**config.mk**
```make
export PLATFORM = sky130hd
export DESIGN_NAME = vga_timing_gen
export DESIGN_NICKNAME = d
export VERILOG_FILES = /design/src/rtl/vga_tg_pkg.sv /design/src/rtl/vga_tg_axis.sv /design/src/rtl/vga_tg_cpu_clk.sv /design/src/rtl/vga_tg_pix_idx.sv /design/src/rtl/vga_timing_gen.sv
export SDC_FILE = /design/constraint.sdc
export NUM_CORES = 1
export LEC_CHECK = 0
export CORE_ASPECT_RATIO = 1.25
export CORE_MARGIN = 2
export CORE_UTILIZATION = 50
export DETAILED_ROUTE_END_ITERATION = 7
export PLACE_DENSITY = 0.79
export SETUP_SLACK_MARGIN = 0.3
export SKIP_CTS_REPAIR_TIMING = 1
export SYNTH_ARGS = -nofsm -noshare
export SYNTH_HDL_FRONTEND = slang
export SYNTH_SLANG_ARGS = --single-unit
```
**constraint.sdc**
```tcl
create_clock -name clk_i -period 1.9 [get_ports clk_i]
set_input_delay 0.38 -clock clk_i [delete_from_list [all_inputs] [get_ports clk_i]]
set_output_delay 0.38 -clock clk_i [all_outputs]
set_load 0.05 [all_outputs]
```
**src/rtl/vga_tg_pkg.sv**
```systemverilog
package vga_tg_pkg;
  typedef struct packed {
    logic blank;
    logic sync_n;
  } axis_flags_t;
endpackage

```
**src/rtl/vga_tg_axis.sv**
```systemverilog
module vga_tg_axis
  import vga_tg_pkg::*;
#(
  parameter int VIS  = 640,
  parameter int FP   = 16,
  parameter int SYNC = 96,
  parameter int BP   = 48,
  localparam int TOT = VIS + FP + SYNC + BP,
  localparam int CW  = $clog2(TOT)
) (
  input  logic          clk_i,
  input  logic          rst_ni,
  input  logic          step_i,
  output logic [CW-1:0] cnt_o,
  output logic          last_o,
  output axis_flags_t   flags_o
);
  localparam logic [CW-1:0] LAST_V  = CW'(TOT - 1);
  localparam logic [CW-1:0] SYNC_LO = CW'(VIS + FP);
  localparam logic [CW-1:0] SYNC_HI = CW'(VIS + FP + SYNC);

  logic [CW-1:0] cnt_q;

  always_ff @(posedge clk_i or negedge rst_ni) begin
    if (!rst_ni)     cnt_q <= '0;
    else if (step_i) cnt_q <= (cnt_q == LAST_V) ? '0 : cnt_q + 1'b1;
  end

  assign cnt_o          = cnt_q;
  assign last_o         = (cnt_q == LAST_V);
  assign flags_o.blank  = (cnt_q >= CW'(VIS));
  assign flags_o.sync_n = !((cnt_q >= SYNC_LO) && (cnt_q < SYNC_HI));
endmodule

```
**src/rtl/vga_tg_cpu_clk.sv**
```systemverilog
module vga_tg_cpu_clk #(
  parameter int CPU_DIV = 16,
  localparam int DW = $clog2(CPU_DIV)
) (
  input  logic clk_i,
  input  logic rst_ni,
  output logic q_o,
  output logic e_o
);
  logic [DW-1:0] div_q;
  logic [DW-1:0] div_nxt;
  logic          q_q, e_q;

  assign div_nxt = div_q + 1'b1;

  // top two bits give the quarter phase; Q = phase 1,2 ; E = phase 2,3
  always_ff @(posedge clk_i or negedge rst_ni) begin
    if (!rst_ni) begin
      div_q <= '0;
      q_q   <= 1'b0;
      e_q   <= 1'b0;
    end else begin
      div_q <= div_nxt;
      e_q   <= div_nxt[DW-1];
      q_q   <= div_nxt[DW-1] ^ div_nxt[DW-2];
    end
  end

  assign q_o = q_q;
  assign e_o = e_q;
endmodule

```
**src/rtl/vga_tg_pix_idx.sv**
```systemverilog
module vga_tg_pix_idx #(
  parameter int NPIX = 640 * 480,
  localparam int PW = $clog2(NPIX + 1)
) (
  input  logic          clk_i,
  input  logic          rst_ni,
  input  logic          visible_i,
  input  logic          frame_end_i,
  output logic [PW-1:0] idx_o
);
  logic [PW-1:0] idx_q;

  always_ff @(posedge clk_i or negedge rst_ni) begin
    if (!rst_ni)          idx_q <= '0;
    else if (frame_end_i) idx_q <= '0;
    else if (visible_i)   idx_q <= idx_q + 1'b1;
  end

  assign idx_o = idx_q;
endmodule

```
**src/rtl/vga_timing_gen.sv**
```systemverilog
module vga_timing_gen
  import vga_tg_pkg::*;
#(
  parameter int H_VIS   = 640,
  parameter int H_FP    = 16,
  parameter int H_SYNC  = 96,
  parameter int H_BP    = 48,
  parameter int V_VIS   = 480,
  parameter int V_FP    = 10,
  parameter int V_SYNC  = 2,
  parameter int V_BP    = 33,
  parameter int RGB_W   = 3,
  parameter int CPU_DIV = 16,
  localparam int H_TOT  = H_VIS + H_FP + H_SYNC + H_BP,
  localparam int V_TOT  = V_VIS + V_FP + V_SYNC + V_BP,
  localparam int HW     = $clog2(H_TOT),
  localparam int VW     = $clog2(V_TOT),
  localparam int PW     = $clog2(H_VIS * V_VIS + 1)
) (
  input  logic             clk_i,
  input  logic             rst_ni,
  input  logic [RGB_W-1:0] rgb_i,
  output logic [HW-1:0]    hpos_o,
  output logic [VW-1:0]    vpos_o,
  output logic             hblank_o,
  output logic             hsync_no,
  output logic             vblank_o,
  output logic             vsync_no,
  output logic [PW-1:0]    pix_idx_o,
  output logic [RGB_W-1:0] rgb_o,
  output logic             vblank_irq_o,
  output logic             cpu_q_o,
  output logic             cpu_e_o
);
  axis_flags_t hf, vf;
  logic        h_last, v_last;
  logic        blank;
  logic        vblank_q;

  vga_tg_axis #(.VIS(H_VIS), .FP(H_FP), .SYNC(H_SYNC), .BP(H_BP)) u_h (
    .clk_i, .rst_ni, .step_i(1'b1),
    .cnt_o(hpos_o), .last_o(h_last), .flags_o(hf)
  );

  vga_tg_axis #(.VIS(V_VIS), .FP(V_FP), .SYNC(V_SYNC), .BP(V_BP)) u_v (
    .clk_i, .rst_ni, .step_i(h_last),
    .cnt_o(vpos_o), .last_o(v_last), .flags_o(vf)
  );

  assign hblank_o = hf.blank;
  assign hsync_no = hf.sync_n;
  assign vblank_o = vf.blank;
  assign vsync_no = vf.sync_n;
  assign blank    = hf.blank | vf.blank;

  vga_tg_pix_idx #(.NPIX(H_VIS * V_VIS)) u_pix (
    .clk_i, .rst_ni, .visible_i(!blank),
    .frame_end_i(h_last & v_last), .idx_o(pix_idx_o)
  );

  assign rgb_o = blank ? '0 : rgb_i;

  always_ff @(posedge clk_i or negedge rst_ni) begin
    if (!rst_ni) vblank_q <= 1'b0;
    else         vblank_q <= vf.blank;
  end

  assign vblank_irq_o = vf.blank & ~vblank_q;

  vga_tg_cpu_clk #(.CPU_DIV(CPU_DIV)) u_cpu (
    .clk_i, .rst_ni, .q_o(cpu_q_o), .e_o(cpu_e_o)
  );
endmodule

```
# Word level (Yosys, flattened, before mapping)
# Index checks and enable logic that the tools add are counted.
dict set report totals {
  memories 0
  mem_bits_rw 0
  latch_bits 0
  output_inout_bits 49
  reg_bits 46
  romBits 0
  word_cells 34
}
dict set report op_classes {
  magnitude_cmp 6
  shifts 0
  multipliers 0
  addsub 4
  div 0
  bitwise 5
  eq_ne 3
  n_reduce_logical 4
  mux 5
}
# cell n
set op_table {}
lappend op_table {{two-way mux 19 bit} 2}
lappend op_table {{adder 10 x 1 -> 10 bit, second input constant} 2}
lappend op_table {{== test 10 bit, second input constant} 2}
lappend op_table {{>= comparator 10 bit, second input constant} 2}
lappend op_table {{>= comparator 10 x 9 -> 1 bit, second input constant} 2}
lappend op_table {{two-way mux 10 bit} 2}
lappend op_table {{adder 19 x 1 -> 19 bit, second input constant} 1}
lappend op_table {{< comparator 10 bit, second input constant} 1}
lappend op_table {{< comparator 10 x 9 -> 1 bit, second input constant} 1}
lappend op_table {{adder 4 x 1 -> 4 bit, second input constant} 1}
lappend op_table {{two-way mux 3 bit} 1}
lappend op_table {{AND 1 bit} 2}
lappend op_table {{logical AND 1 bit} 2}
lappend op_table {{zero test 1 bit} 2}
lappend op_table {{inequality test 2 x 1 -> 1 bit, second input constant} 1}
lappend op_table {{NOT 1 bit} 1}
lappend op_table {{OR 1 bit} 1}
lappend op_table {{XOR 1 bit} 1}

# Longest topological paths before layout
# Gate-level depths: netlist of run 1.
dict set report depth {
  ltp_word 4
  ltp_mapped 7
  mapped_depth_nobuf 6
}

# Hierarchy
# From an unflattened synthesis of run 1, not the netlist that was laid out.
dict set report unflattened {
  cells_unflattened 237
  area_unflattened_um2 2397.3
}
# module cells_per_inst instances area_per_inst_um2
set by_module_without_submodules {}
lappend by_module_without_submodules {vga_tg_pix_idx 101 1 979.7}
lappend by_module_without_submodules {{vga_tg_axis at u_h} 61 1 593.1}
lappend by_module_without_submodules {{vga_tg_axis at u_v} 54 1 564.3}
lappend by_module_without_submodules {vga_tg_cpu_clk 13 1 192.7}
lappend by_module_without_submodules {vga_timing_gen 8 1 67.6}

# Worst setup path after synthesis of run 1
# OpenSTA, ideal clock, no wires.
dict set report synth_path {
  kind {register to output}
  startpoint {register u_v.cnt_q[5], in the netlist u_v.cnt_o[5]}
  endpoint {output vblank_irq_o}
  required_ns 1.520
  slack_ns -0.298
  arrival_ns 1.818
  path_stages_with_launch 4
  path_cell_list {dfrtp_1 > a41oi_4 > buf_6 > nor2_1}
}
dict set report synth_via {
  elab_chain_cells 2
}
# item line_no
set synth_rtl {}
lappend synth_rtl {{from (decl)} vga_tg_axis.sv:22} ;# logic [CW-1:0] cnt_q;
lappend synth_rtl {{from (signal assigned)} vga_tg_axis.sv:26} ;# else if (step_i) cnt_q <= (cnt_q == LAST_V) ? '0 : cnt_q + 1'b1;
lappend synth_rtl {{>= comparator 10 x 9 -> 1 bit} vga_tg_axis.sv:31} ;# assign flags_o.blank = (cnt_q >= CW'(VIS));
lappend synth_rtl {{AND 1 bit} vga_timing_gen.sv:68} ;# assign vblank_irq_o = vf.blank & ~vblank_q;
lappend synth_rtl {{to (decl)} vga_timing_gen.sv:31} ;# output logic vblank_irq_o,
# Every way passes these cells.

# Worst setup path in the final report of run 1
dict set report layout_path {
  startpoint {register u_v.cnt_q[7], in the netlist u_v.cnt_o[7]}
  endpoint {output rgb_o[0]}
}
dict set report layout_via {
  elab_chain_cells 3
}
# item line_no
set layout_rtl {}
lappend layout_rtl {{>= comparator 10 x 9 -> 1 bit} vga_tg_axis.sv:31}
lappend layout_rtl {{OR 1 bit} vga_timing_gen.sv:54} ;# assign blank = hf.blank | vf.blank;
lappend layout_rtl {{two-way mux 3 bit} vga_timing_gen.sv:61} ;# assign rgb_o = blank ? '0 : rgb_i;
lappend layout_rtl {{to (decl)} vga_timing_gen.sv:30} ;# output logic [RGB_W-1:0] rgb_o,
# Every way passes these cells.

==> results of run 1 <==
-- worst max-delay path by stage --
stage | from | endpoint | slack (ns) | depth (start not counted)
6_report | u_v.cnt_o[7]$_DFFE_PN0N_ | rgb_o[0] | -0.03 | 4
2_1_floorplan | u_v.cnt_o[1]$_DFFE_PN0N_ | u_pix.idx_o[16]$_DFFE_PN0P_ | 0.06 | 7
4_1_cts | u_v.cnt_o[8]$_DFFE_PN0N_ | rgb_o[0] | -0.19 | 4
5_1_grt | u_v.cnt_o[7]$_DFFE_PN0N_ | rgb_o[0] | -0.07 | 4
3_5_place_dp | u_v.cnt_o[8]$_DFFE_PN0N_ | u_pix.idx_o[7]$_DFFE_PN0P_ | 0.12 | 5
3_3_place_gp | u_v.cnt_o[8]$_DFFE_PN0N_ | u_pix.idx_o[7]$_DFFE_PN0P_ | 0.15 | 5
-- state kept, by name, indices dropped and copies added, names as in the netlist --
signal / flops
u_cpu.q_o: 1
u_pix.idx_o: 19
vblank_q: 1
u_v.cnt_o: 10
u_h.cnt_o: 10
u_cpu.div_q: 4
-- power by group --
group          internal (mW)  total [mW]  switching [mW]
sequential             0.956       0.956               0
combinational         0.0273      0.0637          0.0364
clock                  0.254       0.599           0.345
-- Yosys cell counts, types with 4 or more instances --
cell and number:
sky130_fd_sc_hd__o21ai_0 9, sky130_fd_sc_hd__ha_1 6, sky130_fd_sc_hd__nand4_1 6, sky130_fd_sc_hd__xor2_1 8, sky130_fd_sc_hd__inv_1 10, sky130_fd_sc_hd__o31ai_1 7
sky130_fd_sc_hd__or3_1 4, sky130_fd_sc_hd__nand3_1 16, sky130_fd_sc_hd__nor3_1 6, sky130_fd_sc_hd__nand2_1 16, sky130_fd_sc_hd__a21oi_1 8, sky130_fd_sc_hd__buf_6 4
sky130_fd_sc_hd__xnor2_1 13, sky130_fd_sc_hd__or4_1 4, sky130_fd_sc_hd__and3_1 5, sky130_fd_sc_hd__nor2_1 14, sky130_fd_sc_hd__dfrtp_1 45, sky130_fd_sc_hd__nor4_1 4
-- layer usage --
layer | global-route usage, % | wire (microns) | up-vias
met5 | 0 | 0 | -
met4 | 8.57 | 150 | 0
met3 | 3.70 | 239 | 13
met2 | 38.7 | 4150 | 54
met1 | 25.6 | 2890 | 1140
li1 | - | - | 1052
-- kinds of logic (layout without fill, tap and decap cells) --
group	Yosys count	after routing	share of synthesized area [%]
buffers and inverters	20	125	4.68
and+or+nand+nor	100	100	26.1
DFF	45	45	46.8
muxes	1	1	0.416
xor gates and xnor gates	21	21	7.64
adders and majority gates	6	6	3.12
AOI/OAI and AO/OA	38	38	11.2
-- worst register-to-register path, cell delays in order (launching register included) --
cell and delay [ns]:
sky130_fd_sc_hd__dfrtp_2 0.44, sky130_fd_sc_hd__ha_4 0.16, sky130_fd_sc_hd__nand4b_1 0.22, sky130_fd_sc_hd__or3_4 0.48, sky130_fd_sc_hd__nor2_8 0.23, sky130_fd_sc_hd__buf_12 0.18, sky130_fd_sc_hd__a21oi_1 0.05
-- final cells by class --
class / instances / area (sq um)
flip-flops and latches: 45 / 1160
fillers: 257 / 797
inverters: 11 / 47.5
multi-input cells: 166 / 1490
clock buffers: 5 / 68.8
repair buffers: 106 / 1030
well taps: 60 / 75.1
clock inverters: 3 / 17.5
-- through the flow --
| step | cells | utilization (%) | area [sq um] |
|---|---|---|---|
| floorplan | 231 | - | 2530 |
| CTS | 357 | 68.3 | 3200 |
| global route | 396 | 83.0 | 3900 |
| detailed placement | 349 | 66.4 | 3120 |
| global placement | 349 | 66.4 | 3120 |
| finish | 396 | 83.0 | 3900 |
==> metrics.cfg, run 1 <==
[floorplan]
core_sq_um=4690
start_util_pct=51.3
die_area_sq_um=5390
num_rows=28
ios=54
die_w_microns=66.0
die_h_microns=81.6

[routing]
first_iter_violations=131
avgViaCountPerCell=5.70
ant_nets=0
drc=0
wl_mm=7.43
drt_pass1_iterations=4
wl_per_cell_microns=18.8
routed-via-count=2259

[layout]
final_common_cell=sky130_fd_sc_hd__buf_4
finalNetCount=346
areaGrowthSynthToFinish_pct=62.0
antenna_cells=0
layout_common_cells=sky130_fd_sc_hd__buf_4, sky130_fd_sc_hd__dfrtp_2, sky130_fd_sc_hd__nand2_1
drive_above_1_share_pct=59.5

[sta]
setup-tns-final_ns=-0.0639
worst_slew_pin_slew_ns=0.500
layout_worst_path_cycle_share_pct=101
final_hold_viol_count=0
max_freq_mhz=519
period_needed_ns=1.93
setup_ws_ns=-0.0267
hold-worst-slack_ns=0.00823
report.final.slew_viol_count=0
rsz0062_at_grt=yes
setup_viol=3
fin_skew_ns=0.00730
timing.max_slew.rel_slack_pct=66.6

[logic_synthesis]
netlist_area_sq_um=2410
synth.area.top_cells=sky130_fd_sc_hd__dfrtp_1, sky130_fd_sc_hd__xnor2_1, sky130_fd_sc_hd__nand3_1
synth_sequential_area_ratio_pct=46.8
synthDominantCellAreaShare_pct=46.8
synth_async_sr_flop_share_pct=100
yosys_most_used_dff=sky130_fd_sc_hd__dfrtp_1
post_synth_num_cell_types=52
synthesis.area_per_instance_sq_um=10.4
synth.net_count=242
post-synth-top-area-cell=sky130_fd_sc_hd__dfrtp_1
yosys_warnings=0
ys_seq_elements=45
post_synth_inst_count=231
edff_count_synth=0

[run]
max_cap_violations=0

[clock_tree]
longest_clk_path_bufs=2
root_buffer_cell=sky130_fd_sc_hd__clkbuf_8
cts.reportedPaths.clkPinSlew_ns=0.09
cts_made_buffers=5
tritoncts=done
ctsHtreeMaxLevel=2
cts_sinks=45
worst_skew_pair.late_latency_ns=0.31

[setup_path]
crit_path_max_incr_delay_ns=0.47
path_max_fanout=7
critical-path-top-delay-family=flip-flops
worst_setup_path_start_kind=flop
r2r.worst_path.cells=6
critical_path.cell_chain=a41oi_4 > buf_6 > and3_4 > buf_12
critical_path.reg2reg.startpoint=u_h.cnt_o[1]$_DFF_PN0_
r2r_slack_ns=0.02
cp_data_arrival_time_ns=1.55
worstPathRequired_ns=1.52
timing.rr.end=u_pix.idx_o[11]$_DFFE_PN0P_
end_kind=output pin
critical_path.n_buffers_inverters=2
timing_worst_setup_path_type=flop to output pin
critical-path-slowest-cell=sky130_fd_sc_hd__dfrtp_2

[power_and_ir_drop]
power_mw=1.62
power_leakage_nw=1.79
power_density_over_cell_area_nw_per_um2=415
maximum_ir_drop_on_the_vdd_rail_uv=468

[placed_design]
gp_congestion=0.890
io_buffer_count=53
sum_of_net_half_perimeters_after_detailed_placement_mm=3.98
dp_worst_setup_slack_ns=0.122

[grt]
grt_first_pass_wirelength_mm=9.00
gr-usage-all-layers_pct=21.6
gr-total-overflow=0
via_count_of_the_first_global_routing_pass=1973
grt_max_degree=29
antenna_found_initial=0

[run_status]
violations=setup timing
run_status=complete, but fails checks

[worst_hold_path]
hold_path.class=input port to async pin

Note: power is estimated with default switching activity, not from simulation.
==> run 2, diff against run 1 <==
--- a/config.mk
+++ b/config.mk
@@ -6,7 +6,6 @@
 export NUM_CORES = 1
 export LEC_CHECK = 0
 export CORE_ASPECT_RATIO = 1.25
-export CORE_MARGIN = 2
 export CORE_UTILIZATION = 50
 export DETAILED_ROUTE_END_ITERATION = 7
 export PLACE_DENSITY = 0.79
==> run 2 against run 1 <==
Compared with the run above:
- the run now ends clean
- total power increased by 11%
- maximum frequency up 1.7%
- sequential cell count unchanged
==> metrics.cfg, run 2 (same netlist as run 1, synthesis figures left out) <==
[run_status]
run_status=finished, final reports clean

[clock_tree]
tritoncts=done
cts_sinks=45  ; unchanged
cts.reportedPaths.clkPinSlew_ns=0.10  ; about the same
longest_clk_path_bufs=2  ; unchanged
cts_made_buffers=5  ; unchanged
worst_skew_pair.late_latency_ns=0.31  ; about the same
ctsHtreeMaxLevel=2  ; unchanged
root_buffer_cell=sky130_fd_sc_hd__clkbuf_8

[setup_path]
worst_setup_path_start_kind=flop
timing_worst_setup_path_type=flop to output pin
path_max_fanout=5  ; -2
end_kind=output pin
cp_data_arrival_time_ns=1.51  ; -0.04 ns
worstPathRequired_ns=1.52  ; about the same

[placed_design]
placed_cells=347  ; -0.57%
sum_of_net_half_perimeters_after_detailed_placement_mm=3.89  ; -2.3%
gp_congestion=0.798  ; -10%
place_area_sq_um=3120  ; about the same
io_buffer_count=53  ; unchanged

[floorplan]
start_util_pct=53.2  ; +1.9 points
die_area_sq_um=5100  ; -5.4%
die_w_microns=64.0  ; -3.0%
ios=54  ; unchanged
die_h_microns=79.6  ; -2.5%
num_rows=27  ; -3.6%
core_sq_um=4530  ; -3.6%

[routing]
drc=0  ; unchanged
wl_mm=7.44  ; +0.22%
drt_pass1_iterations=4  ; unchanged
wl_per_cell_microns=19.1  ; +1.8%
avgViaCountPerCell=6.01  ; +5.3%
routed-via-count=2342  ; +3.7%
first_iter_violations=214  ; +63%
ant_nets=0  ; unchanged

[grt]
grt_first_pass_wirelength_mm=8.85  ; -1.7%
via_count_of_the_first_global_routing_pass=1927  ; -2.3%
gr-usage-all-layers_pct=22.1  ; +0.48 points
antenna_found_initial=0  ; unchanged
grt_max_degree=27  ; -6.9%
gr-total-overflow=0  ; unchanged

[power_and_ir_drop]
power.clock.fraction_pct=43.3  ; +6.3 points
netSwitchingPower_uw=388  ; +1.7%
power_leakage_nw=1.75  ; -2.1%
comb_power_share_pct=3.5  ; -0.4 points
power_mw=1.80  ; +11%
seqPwrFrac_pct=53.2  ; -5.9 points
maximum_ir_drop_on_the_vdd_rail_uv=437  ; -6.6%
power_density_over_cell_area_nw_per_um2=475  ; +14%
internal_power_mw=1.41  ; +14%
switching_share_pct=21.5  ; -2.0 points

[sta]
max_freq_mhz=528  ; +1.7%
hold-worst-slack_ns=0.0137  ; +0.00545 ns
rsz0062_at_grt=yes
period_needed_ns=1.89  ; -0.0323 ns
layout_worst_path_cycle_share_pct=99.7  ; -1.7 points
setup-tns-final_ns=0  ; +0.0639 ns
timing.max_slew.rel_slack_pct=65.8  ; -0.77 points
final_hold_viol_count=0  ; unchanged
report.final.slew_viol_count=0  ; unchanged
setup_viol=0  ; -3
worst_slew_pin_slew_ns=0.511  ; +0.0115 ns
fin_skew_ns=0.0148  ; +0.00754 ns

[run]
max_cap_violations=0  ; unchanged

[layout]
finalNetCount=342  ; -1.2%
num-fill-cells=255  ; -0.78%
largest_reg_flops=19  ; unchanged
drive_above_1_share_pct=57.2  ; -2.3 points
instances_no_fill=390  ; -1.5%
postLayoutCellArea_sq_um=3790  ; -2.7%
antenna_cells=0  ; unchanged
areaGrowthSynthToFinish_pct=57.6
final_common_cell=sky130_fd_sc_hd__buf_4
layout_common_cells=sky130_fd_sc_hd__buf_4, sky130_fd_sc_hd__dfrtp_2, sky130_fd_sc_hd__buf_6

[worst_hold_path]
hold_path.class=input port to async pin

run 2: metrics by stage:
step / worst slack, ns / util [%]
after floorplan: 0.0555 / -
after global placement: 0.0929 / 68.8
after detailed placement: 0.0628 / 68.8
after CTS: -0.176 / 71.5
after global routing: -0.0554 / 83.7
final: 0.00560 / 83.7
run 2: cell type report:
type	instances	area [sq um]	area share [%]
multi-input cells	167	1410	37.2
flip-flops and latches	45	1160	30.7
repair buffers	101	977	25.8
well taps	58	72.6	1.91
clock inverters	2	37.5	0.990
inverters	11	45.0	1.19
clock buffers	6	82.6	2.18
run 2: critical path: stages, from the launching register on:
cell and delay, ns:
sky130_fd_sc_hd__dfrtp_2 0.44, sky130_fd_sc_hd__a41oi_4 0.30, sky130_fd_sc_hd__buf_6 0.16, sky130_fd_sc_hd__and3_4 0.18, sky130_fd_sc_hd__buf_12 0.13
run 2: path summary, 6_finish.rpt:
path / startpoint / endpoint / slack (ns) / depth (start not counted)
hold reg to reg: u_cpu.div_q[0]$_DFF_PN0_ / u_cpu.div_q[0]$_DFF_PN0_ / 0.47 / 1
min in group clk_i: u_cpu.div_q[0]$_DFF_PN0_ / u_cpu.div_q[0]$_DFF_PN0_ / 0.47 / 1
setup reg to reg: u_v.cnt_o[8]$_DFFE_PN0N_ / u_pix.idx_o[11]$_DFFE_PN0P_ / 0.06 / 5
max in group asynchronous: rst_ni / u_pix.idx_o[7]$_DFFE_PN0P_ / 1.35 / 2
hold / removal: rst_ni / u_cpu.q_o$_DFF_PN0_ / 0.01 / 1
setup / recovery: u_v.cnt_o[8]$_DFFE_PN0N_ / rgb_o[0] / 0.006 / 4
run 2: routing by layer:
metal	vias up	part of all wire (%)	global-route usage, %
met5	-	0	0
met4	0	1.9	7.05
met3	16	4.6	3.86
met2	102	56	38.9
met1	1181	37	27.1
li1	1043	-	-
run 2: power by group through the flow:
stage | Sequential (mW) | Combinational, mW | Clock (mW)
2_1_floorplan | 0.976 | 0.0177 | 0
3_3_place_gp | 0.975 | 0.0640 | 0
3_5_place_dp | 0.975 | 0.0646 | 0
4_1_cts | 0.956 | 0.0645 | 0.768
5_1_grt | 0.956 | 0.0681 | 0.816
6_report | 0.956 | 0.0631 | 0.780
==> run 3, diff against run 2 <==
--- a/config.mk
+++ b/config.mk
@@ -5,10 +5,11 @@
 export SDC_FILE = /design/constraint.sdc
 export NUM_CORES = 1
 export LEC_CHECK = 0
+export ABC_AREA = 1
 export CORE_ASPECT_RATIO = 1.25
-export CORE_UTILIZATION = 50
+export CORE_UTILIZATION = 51
 export DETAILED_ROUTE_END_ITERATION = 7
-export PLACE_DENSITY = 0.79
+export PLACE_DENSITY = 0.8
 export SETUP_SLACK_MARGIN = 0.3
 export SKIP_CTS_REPAIR_TIMING = 1
 export SYNTH_ARGS = -nofsm -noshare
==> run 3 against run 2 <==
Compared with the run above:
- the run now ends with hold timing left
- total power decreased by 7.6%
- clock power decreased by 17%
- cell area decreased by 0.92%
- synthesized cell count increased by 45%
- register-to-register slack improved by 0.02 ns
- utilization decreased by 6.1 points
- synthesized area increased by 8.5%
- sequential power about the same
- sequential cell count unchanged
- critical path depth increased by 2
- first-iteration DRC count decreased by 19%
- die area increased by 6.2%
- largest power group unchanged
==> metrics.cfg, run 3 <==
[layout]
drive_above_1_share_pct=38.2  ; -19 points
num-fill-cells=328  ; +29%
layout_common_cells=sky130_fd_sc_hd__buf_4, sky130_fd_sc_hd__nand2_1, sky130_fd_sc_hd__inv_1
instances_no_fill=482  ; +24%
antenna_cells=0  ; unchanged
areaGrowthSynthToFinish_pct=43.9
largest_reg_flops=19  ; unchanged
final_common_cell=sky130_fd_sc_hd__buf_4
area.sequential_sq_um=1150  ; -1.2%
finalNetCount=432  ; +26%
multiInputGateArea_sq_um=1450  ; +3.0%

[placed_design]
sum_of_net_half_perimeters_after_detailed_placement_mm=4.49  ; +16%
gp_congestion=0.873  ; +9.4%
io_buffer_count=53  ; unchanged
dp_worst_setup_slack_ns=0.195  ; +0.132 ns
placed_cells=446  ; +29%

[grt]
grt_first_pass_wirelength_mm=9.79  ; +11%
grt_max_degree=26  ; -3.7%
via_count_of_the_first_global_routing_pass=2221  ; +15%
gr-usage-all-layers_pct=23.7  ; +1.6 points
antenna_found_initial=0  ; unchanged
gr-total-overflow=0  ; unchanged

[logic_synthesis]
synthDominantCellAreaShare_pct=43.1  ; -3.7 points
post-synth-top-area-cell=sky130_fd_sc_hd__dfrtp_1
synth.area.top_cells=sky130_fd_sc_hd__dfrtp_1, sky130_fd_sc_hd__nand2_1, sky130_fd_sc_hd__nand3_1
yosys_warnings=0  ; unchanged
yosys_most_used_dff=sky130_fd_sc_hd__dfrtp_1
post_synth_inst_count=334  ; +45%
edff_count_synth=0  ; unchanged
synth_sequential_area_ratio_pct=43.1  ; -3.7 points
ys_seq_elements=45  ; unchanged
synth_commonest_cells=sky130_fd_sc_hd__nand2_1, sky130_fd_sc_hd__dfrtp_1, sky130_fd_sc_hd__inv_1
synth.net_count=345  ; +43%
post_synth_num_cell_types=32  ; -38%
netlist_area_sq_um=2610  ; +8.5%
synthesis.area_per_instance_sq_um=7.81  ; -25%
yosysMostFrequentCell=sky130_fd_sc_hd__nand2_1
synth_async_sr_flop_share_pct=100  ; unchanged

[sta]
worst_slew_pin_slew_ns=0.500  ; -0.0114 ns
rsz0062_at_grt=yes
setup_viol=0  ; unchanged
report.final.slew_viol_count=0  ; unchanged
setup-tns-final_ns=0  ; unchanged
timing.max_slew.rel_slack_pct=66.6  ; +0.76 points
final_hold_viol_count=8  ; +8
setup_ws_ns=0.0502  ; +0.0446 ns
hold-worst-slack_ns=-0.00698  ; -0.0207 ns
layout_worst_path_cycle_share_pct=97.4  ; -2.3 points
fin_skew_ns=0.00473  ; -0.0101 ns
max_freq_mhz=541  ; +2.4%
period_needed_ns=1.85  ; -0.0446 ns

[routing]
first_iter_violations=174  ; -19%
routed-via-count=2593  ; +11%
drt_pass1_iterations=5  ; +1
wl_per_cell_microns=14.2  ; -25%
avgViaCountPerCell=5.38  ; -10%
ant_nets=0  ; unchanged
drc=0  ; unchanged
wl_mm=6.86  ; -7.8%

[clock_tree]
ctsHtreeMaxLevel=2  ; unchanged
cts_made_buffers=5  ; unchanged
root_buffer_cell=sky130_fd_sc_hd__clkbuf_8
longest_clk_path_bufs=2  ; unchanged
tritoncts=done
cts.reportedPaths.clkPinSlew_ns=0.08  ; -0.02 ns
cts_sinks=45  ; unchanged
worst_skew_pair.late_latency_ns=0.29  ; -0.02 ns

[setup_path]
worst_setup_path_start_kind=flop
worstPathRequired_ns=1.52  ; about the same
cp_data_arrival_time_ns=1.47  ; -0.04 ns
end_kind=output pin
path_max_fanout=7  ; +2
timing_worst_setup_path_type=flop to output pin

[floorplan]
start_util_pct=54.0  ; +0.83 points
die_w_microns=66.0  ; +3.0%
ios=54  ; unchanged
die_area_sq_um=5410  ; +6.2%
die_h_microns=82.0  ; +3.0%
core_sq_um=4830  ; +6.8%
num_rows=28  ; +3.7%

[worst_hold_path]
hold_path.class=input port to async pin

[run]
max_cap_violations=0  ; unchanged

[power_and_ir_drop]
power_leakage_nw=1.93  ; +10%
power_density_over_cell_area_nw_per_um2=443  ; -6.7%
maximum_ir_drop_on_the_vdd_rail_uv=372  ; -15%

[run_status]
run_status=complete, but fails checks
violations=hold timing

-- run 3: changes by cell type after synthesis, sizes merged, moves of 6 or more --
cell / previous run / this run
xnor2: 13 / 2
nand4: 7 / 17
o21ai: 10 / 18
nor2: 15 / 47
and3: 8 / 0
or4: 7 / 0
nand2: 17 / 67
inv: 11 / 49
o31ai: 7 / 1
nand3: 18 / 41
-- run 3: critical path: stages, from the launching register on --
cell	delay, ns
sky130_fd_sc_hd__dfrtp_2	0.44
sky130_fd_sc_hd__nand2_4	0.09
sky130_fd_sc_hd__o21ai_4	0.24
sky130_fd_sc_hd__nor2_4	0.07
sky130_fd_sc_hd__inv_4	0.13
sky130_fd_sc_hd__nor2_4	0.06
sky130_fd_sc_hd__buf_12	0.14
-- run 3: report_power, final --
part	internal [mW]	leakage, nW	switching (mW)
clock	0.329	0.0542	0.315
sequential	0.956	0.566	0
combinational	0.0244	1.31	0.0376
-- run 3: routing by layer --
metal / up-vias / share of wire, % / track usage, %
met2: 97 / 52 / 42.2
met4: 0 / 1.8 / 9.15
li1: 1265 / - / -
met3: 14 / 5.4 / 3.75
met1: 1217 / 41 / 28.3
met5: - / 0 / 0
-- run 3: final timing paths --
check,slack (ns),endpoint,cells past startpoint,from
min in group clk_i,0.46,u_cpu.div_q[0]$_DFF_PN0_,1,u_cpu.div_q[0]$_DFF_PN0_
worst max register to register,0.08,u_v.cnt_o[7]$_DFFE_PN0N_,7,u_h.cnt_o[0]$_DFF_PN0_
worst min register to register,0.46,u_cpu.div_q[0]$_DFF_PN0_,1,u_cpu.div_q[0]$_DFF_PN0_
worst max-delay path,0.05,rgb_o[0],6,u_v.cnt_o[6]$_DFFE_PN0N_
worst min-delay path,-0.007,u_pix.idx_o[9]$_DFFE_PN0P_,1,rst_ni
max in group asynchronous,1.35,u_v.cnt_o[8]$_DFFE_PN0N_,2,rst_ni
-- run 3: metrics by stage --
| step | instance area (sq um) | utilization (%) | total power, mW |
|---|---|---|---|
| 3_3_place_gp | 3290 | 68.1 | 1.04 |
| 3_5_place_dp | 3290 | 68.1 | 1.04 |
| 2_1_floorplan | 2730 | - | 0.994 |
| 5_1_grt | 3760 | 77.7 | 1.71 |
| 6_report | 3760 | 77.7 | 1.66 |
| 4_1_cts | 3390 | 70.2 | 1.68 |
-- run 3: cells by family after synthesis --
| kind of cell | Yosys count | share of synthesized area (%) |
|---|---|---|
| AO/OA/AOI/OAI | 29 | 6.76 |
| XOR/XNOR | 15 | 5.03 |
| adder cells (fa/ha/maj) | 6 | 2.88 |
| buffers and inverters | 56 | 9.16 |
| flip-flops | 45 | 43.1 |
| AND/OR/NAND/NOR | 183 | 33.0 |
-- run 3: layout make-up --
cell class,count,area share (%)
Sequential cell,45,30.6
Clock inverter,1,0.133
Inverter,49,5.16
Timing Repair Buffer,86,20.8
Tap cell,60,2.00
Multi-Input combinational cell,234,38.7
Clock buffer,7,2.56
